## config.mk

```make
export PLATFORM = sky130hd
export DESIGN_NAME = lamp_sequencer
export DESIGN_NICKNAME = d
export VERILOG_FILES = /design/src/rtl/seq_pkg.sv /design/src/rtl/seal_latch.sv /design/src/rtl/retentive_timer.sv /design/src/rtl/lamp_sequencer.sv
export SDC_FILE = /design/constraint.sdc
export NUM_CORES = 1
export LEC_CHECK = 0
export BUFFER_PORTS_ARGS = -buffer_cell sky130_fd_sc_hd__buf_4
export CAP_MARGIN = 10
export CORE_UTILIZATION = 40
export DETAILED_ROUTE_END_ITERATION = 6
export GPL_TIMING_DRIVEN = 1
export PLACE_DENSITY_LB_ADDON = 0.05
export SETUP_SLACK_MARGIN = 0.2
export SYNTH_ARGS = -nofsm -noshare
export SYNTH_HDL_FRONTEND = slang
export SYNTH_HIERARCHICAL = 1
export SYNTH_SLANG_ARGS = --single-unit
```

## constraint.sdc

```tcl
create_clock -name clk -period 3.2 [get_ports clk]
set_input_delay 0.16 -clock clk [delete_from_list [all_inputs] [get_ports clk]]
set_output_delay 0.16 -clock clk [all_outputs]
set_load 0.02 [all_outputs]
```

## src/rtl/seq_pkg.sv

```systemverilog
package seq_pkg;
    typedef enum logic {
        ST_HALTED  = 1'b0,
        ST_RUNNING = 1'b1
    } run_state_e;

    typedef enum logic [1:0] {
        PH_LAMP_A = 2'd0,
        PH_LAMP_B = 2'd1,
        PH_WRAP   = 2'd2
    } phase_e;
endpackage

```

## src/rtl/seal_latch.sv

```systemverilog
module seal_latch
    import seq_pkg::*;
(
    input  logic clk,
    input  logic rst_n,
    input  logic start,
    input  logic stop,
    output logic run_now
);
    run_state_e state_q, state_d;

    // next-state: stop dominates, start seals in
    always_comb begin
        unique case (state_q)
            ST_HALTED:  state_d = (start && !stop) ? ST_RUNNING : ST_HALTED;
            ST_RUNNING: state_d = stop ? ST_HALTED : ST_RUNNING;
            default:    state_d = ST_HALTED;
        endcase
    end

    assign run_now = (state_d == ST_RUNNING);

    always_ff @(posedge clk or negedge rst_n) begin
        if (!rst_n) state_q <= ST_HALTED;
        else        state_q <= state_d;
    end
endmodule

```

## src/rtl/retentive_timer.sv

```systemverilog
module retentive_timer #(
    parameter int unsigned PRESET = 50,
    parameter int unsigned CW     = $clog2(PRESET + 1)
) (
    input  logic          clk,
    input  logic          rst_n,
    input  logic          enable,
    input  logic          clear,
    input  logic          tick,
    output logic [CW-1:0] acc,
    output logic          done
);
    localparam logic [CW-1:0] LIMIT = CW'(PRESET);

    assign done = (acc >= LIMIT);

    always_ff @(posedge clk or negedge rst_n) begin
        if (!rst_n)                        acc <= '0;
        else if (clear)                    acc <= '0;
        else if (enable && tick && !done)  acc <= acc + 1'b1;
    end
endmodule

```

## src/rtl/lamp_sequencer.sv

```systemverilog
module lamp_sequencer
    import seq_pkg::*;
#(
    parameter int unsigned PRESET_TICKS = 50
) (
    input  logic clk,
    input  logic rst_n,
    input  logic start,
    input  logic stop,
    input  logic tick,
    output logic master,
    output logic light1,
    output logic light2
);
    localparam int unsigned CW = $clog2(PRESET_TICKS + 1);

    logic          t1_done, t2_done;
    logic [CW-1:0] t1_acc, t2_acc;
    phase_e        phase;

    seal_latch u_latch (
        .clk     (clk),
        .rst_n   (rst_n),
        .start   (start),
        .stop    (stop),
        .run_now (master)
    );

    retentive_timer #(.PRESET(PRESET_TICKS), .CW(CW)) u_tmr_a (
        .clk    (clk),
        .rst_n  (rst_n),
        .enable (master),
        .clear  (t2_done),
        .tick   (tick),
        .acc    (t1_acc),
        .done   (t1_done)
    );

    retentive_timer #(.PRESET(PRESET_TICKS), .CW(CW)) u_tmr_b (
        .clk    (clk),
        .rst_n  (rst_n),
        .enable (master && t1_done),
        .clear  (t2_done),
        .tick   (tick),
        .acc    (t2_acc),
        .done   (t2_done)
    );

    // phase decode from the two done flags
    always_comb begin
        if (t2_done)      phase = PH_WRAP;
        else if (t1_done) phase = PH_LAMP_B;
        else              phase = PH_LAMP_A;
    end

    // lamp outputs per phase, gated by the run latch
    always_comb begin
        light1 = 1'b0;
        light2 = 1'b0;
        unique case (phase)
            PH_LAMP_A: light1 = master;
            PH_LAMP_B: light2 = master;
            PH_WRAP:   ;
            default:   ;
        endcase
    end
endmodule

```

==> impl_metrics.toml <==
[outcome]
status = "finished, final reports clean"

[detailed_routing]
drt_wl_total_um = 1777
wl_per_cell_um = 14.69
first_pass_iters = 4
dr.first_iter.drc_count = 31
drtAntennaViolNets = 0
viasPerCell = 5.777
vias = 699
route.detailed.drc = 0

[timing]
fin_worst_skew_ps = 5.101
whs_ps = 218.4
setup_tns_ps = 0
hold_viol = 0
tightest_slew_ps = 547.8
finalCriticalPeriod_ps = 2112
final-max-slew-violation-count = 0
max_freq_mhz = 473.5
finalSetupViolations = 0
rsz0062_at_grt = "no"
maxSlewHeadroom_pct = 63.44
period_share_pct = 66.00

[setup_path]
critPathLaunchType = "flip-flop"
crit_type = "reg -> reg"
setup.worst_path.end_class = "flip-flop"
cpPeakStageDelay_ps = 490
path_cells = "ha_1 -> nor4_4 -> nor2_2 -> buf_4 -> and2b_2 -> mux2_2"
cp_slowest_cell = "dfrtp_1"
ff2ff_path_depth = 6
worstPathRequired_ps = 3380
cp_max_fo = 15
arrival_ps = 2290

[global_routing]
grt_pass1_wl_um = 2918
grt_usage_pct = 16.30
grt_overflow_total = 0
grt_max_degree = 16
grt_pass1_vias = 632
antenna_found_initial = 0

[logic_synthesis]
ys_top_cells_by_count = "dfrtp_1 (13), nand2_1 (6), nand3_1 (6), nor2_1 (6)"
ys_types = 27
synth_ff_type = "dfrtp_1"
yosysTopAreaCell = "dfrtp_1"
yosys.cell_count.top_type = "dfrtp_1"
synth_seq_area_share_pct = 37.25
ys_ff_latch = 13
synth_top_area_share_pct = 37.25
synth_edf_count = 0
synth_area_um2 = 873.3
yosys_warnings = 6
syn-num-nets = 92
avgSynthCellArea_um2 = 10.52
synthCells = 83
synthArstFlopShare_pct = 100.0
netlist_top_cells_area = "dfrtp_1 (37%), ha_1 (5.7%), nor4_4 (4.9%)"

[clock_network]
clk_latency_ps = 290
cts_root_buffer = "clkbuf_4"
cts_inserted_buffers = 3
cts_buffer_depth = 2
cts_resized = 0
post_cts_buffers = 0
cts_sinks = 13
tritoncts = "done"
clk_pin_slew_worst_paths_ps = 90
cts.htree.levels = 1

[final_layout]
design_area_um2 = 982.2
fin_util_pct = 49.06
nets = 104
drive_above_1_share_pct = 30.85
area_delta_synth_final_pct = 12.46
fillers = 187
num_antenna_cells = 0

[floorplanning]
start_util_pct = 43.63
die_h_um = 48.73
chipWidth_um = 48.73
fp.coreArea_um2 = 2002
fp-row-count = 16
ioPinCount = 8
dieArea_um2 = 2374

[placed_design]
place.gp.congestion = 0.7451
port_buffers = 7
postPlaceCellArea_um2 = 944.7
dp_hpwl_um = 1316

[power_and_ir_drop]
leakagePower_nw = 0.4097
peakVddDrop_mv = 0.3380
powerDensity_nw_per_um2 = 476.7

[flow_run]
cap_violations = 0

[hold_path]
worstHoldPathCells = 3
worst_hold_path_type = "in -> reg"
==> registers in the layout (all words and copies together), names as in the netlist <==
name / flops
u_latch/state_q: 1
u_tmr_a/acc: 6
u_tmr_b/acc: 6
==> metrics by stage <==
stage	total power [mW]	std cells	worst slack [ps]
2_1_floorplan	0.3285	83	1392
3_3_place_gp	0.3622	116	1103
3_5_place_dp	0.3633	116	1099
4_1_cts	0.4743	121	1080
5_1_grt	0.4973	121	943.3
6_report	0.4682	121	1088
==> cell families (layout without fill, tap and decap cells) <==
kind of cell               Yosys count  in the layout  share of synthesized area (%)
AOI/OAI and AO/OA                   15             15                          17.19
and+or+nand+nor                     43             43                          32.95
muxes                                2              2                          2.579
adders and majority gates            4              4                          5.731
DFF                                 13             13                          37.25
buffers and inverters                6             17                          4.297
==> worst paths after layout <==
check                                            from                    endpoint  slack, ps
setup / recovery           u_tmr_b/acc[1]$_DFFE_PN0P_  u_tmr_a/acc[3]$_DFFE_PN0P_       1090
hold / removal                                   tick  u_tmr_b/acc[1]$_DFFE_PN0P_        220
setup reg to reg           u_tmr_b/acc[1]$_DFFE_PN0P_  u_tmr_a/acc[3]$_DFFE_PN0P_       1090
hold reg to reg            u_tmr_b/acc[5]$_DFFE_PN0P_  u_tmr_b/acc[5]$_DFFE_PN0P_        540
max in group asynchronous                       rst_n  u_tmr_a/acc[1]$_DFFE_PN0P_       2790
min in group asynchronous                       rst_n  u_tmr_b/acc[1]$_DFFE_PN0P_        250
==> layout by cell type, fill, tap and decap left out, drive strengths merged <==
cell type,synthesis,routed
mux2,2,2
o21ba,3,3
or4,2,2
nor3,4,4
nand4,2,2
o211ai,2,2
o41ai,2,2
and2b,4,4
o2bb2ai,2,2
and3b,1,1
ha,4,4
buf,2,8
inv,4,4
nor3b,3,3
o311ai,2,2
nand2,6,6
or4b,2,2
nand3,6,6
clkbuf,0,3
nor4,2,2
nor2,8,8
dfrtp,13,13
clkinv,0,1
and2,3,3
a211o,2,2
a41oi,2,2
dlygate4sd3,0,1
==> worst max-delay path: cells and delay by family (launching register included) <==
| kind | cells | cell delay [ps] |
|---|---|---|
| flip-flops | 1 | 490 |
| AND/OR/NAND/NOR | 3 | 720 |
| buffers and inverters | 1 | 290 |
| multiplexers | 1 | 250 |
| adder cells (fa/ha/maj) | 1 | 250 |
==> final cells by class <==
type / instances / area (um^2) / share of cell area, %
clock inverter: 1 / 5.005 / 0.5096
tap: 27 / 33.78 / 3.439
multi-input combinational: 64 / 510.5 / 51.97
inverter: 4 / 15.01 / 1.529
sequential: 13 / 325.3 / 33.12
clock buffer: 3 / 22.52 / 2.293
timing repair buffer: 9 / 70.07 / 7.134
==> routing by layer <==
layer | routed length (um) | vias to the layer above | global-route usage, %
met2 | 788 | 18 | 24.77
met3 | 95 | 2 | 6.918
met5 | 0 | - | 0
li1 | - | 341 | -
met1 | 881 | 338 | 21.70
met4 | 11 | 0 | 2.941
==> power breakdown <==
| part | internal (mW) | switching [mW] | leakage [nW] |
|---|---|---|---|
| clock network | 0.0465 | 0.0590 | 0.0177 |
| logic | 0.0694 | 0.0513 | 0.229 |
| registers | 0.192 | 0.0504 | 0.163 |
| total | 0.308 | 0.161 | 0.410 |
==> timing repair <==
item,CTS,global route
setup endpoints to repair,0,0
hold buffers,1,0
endpoints found under the hold margin,13,0
(Power assumes the default switching activity.)
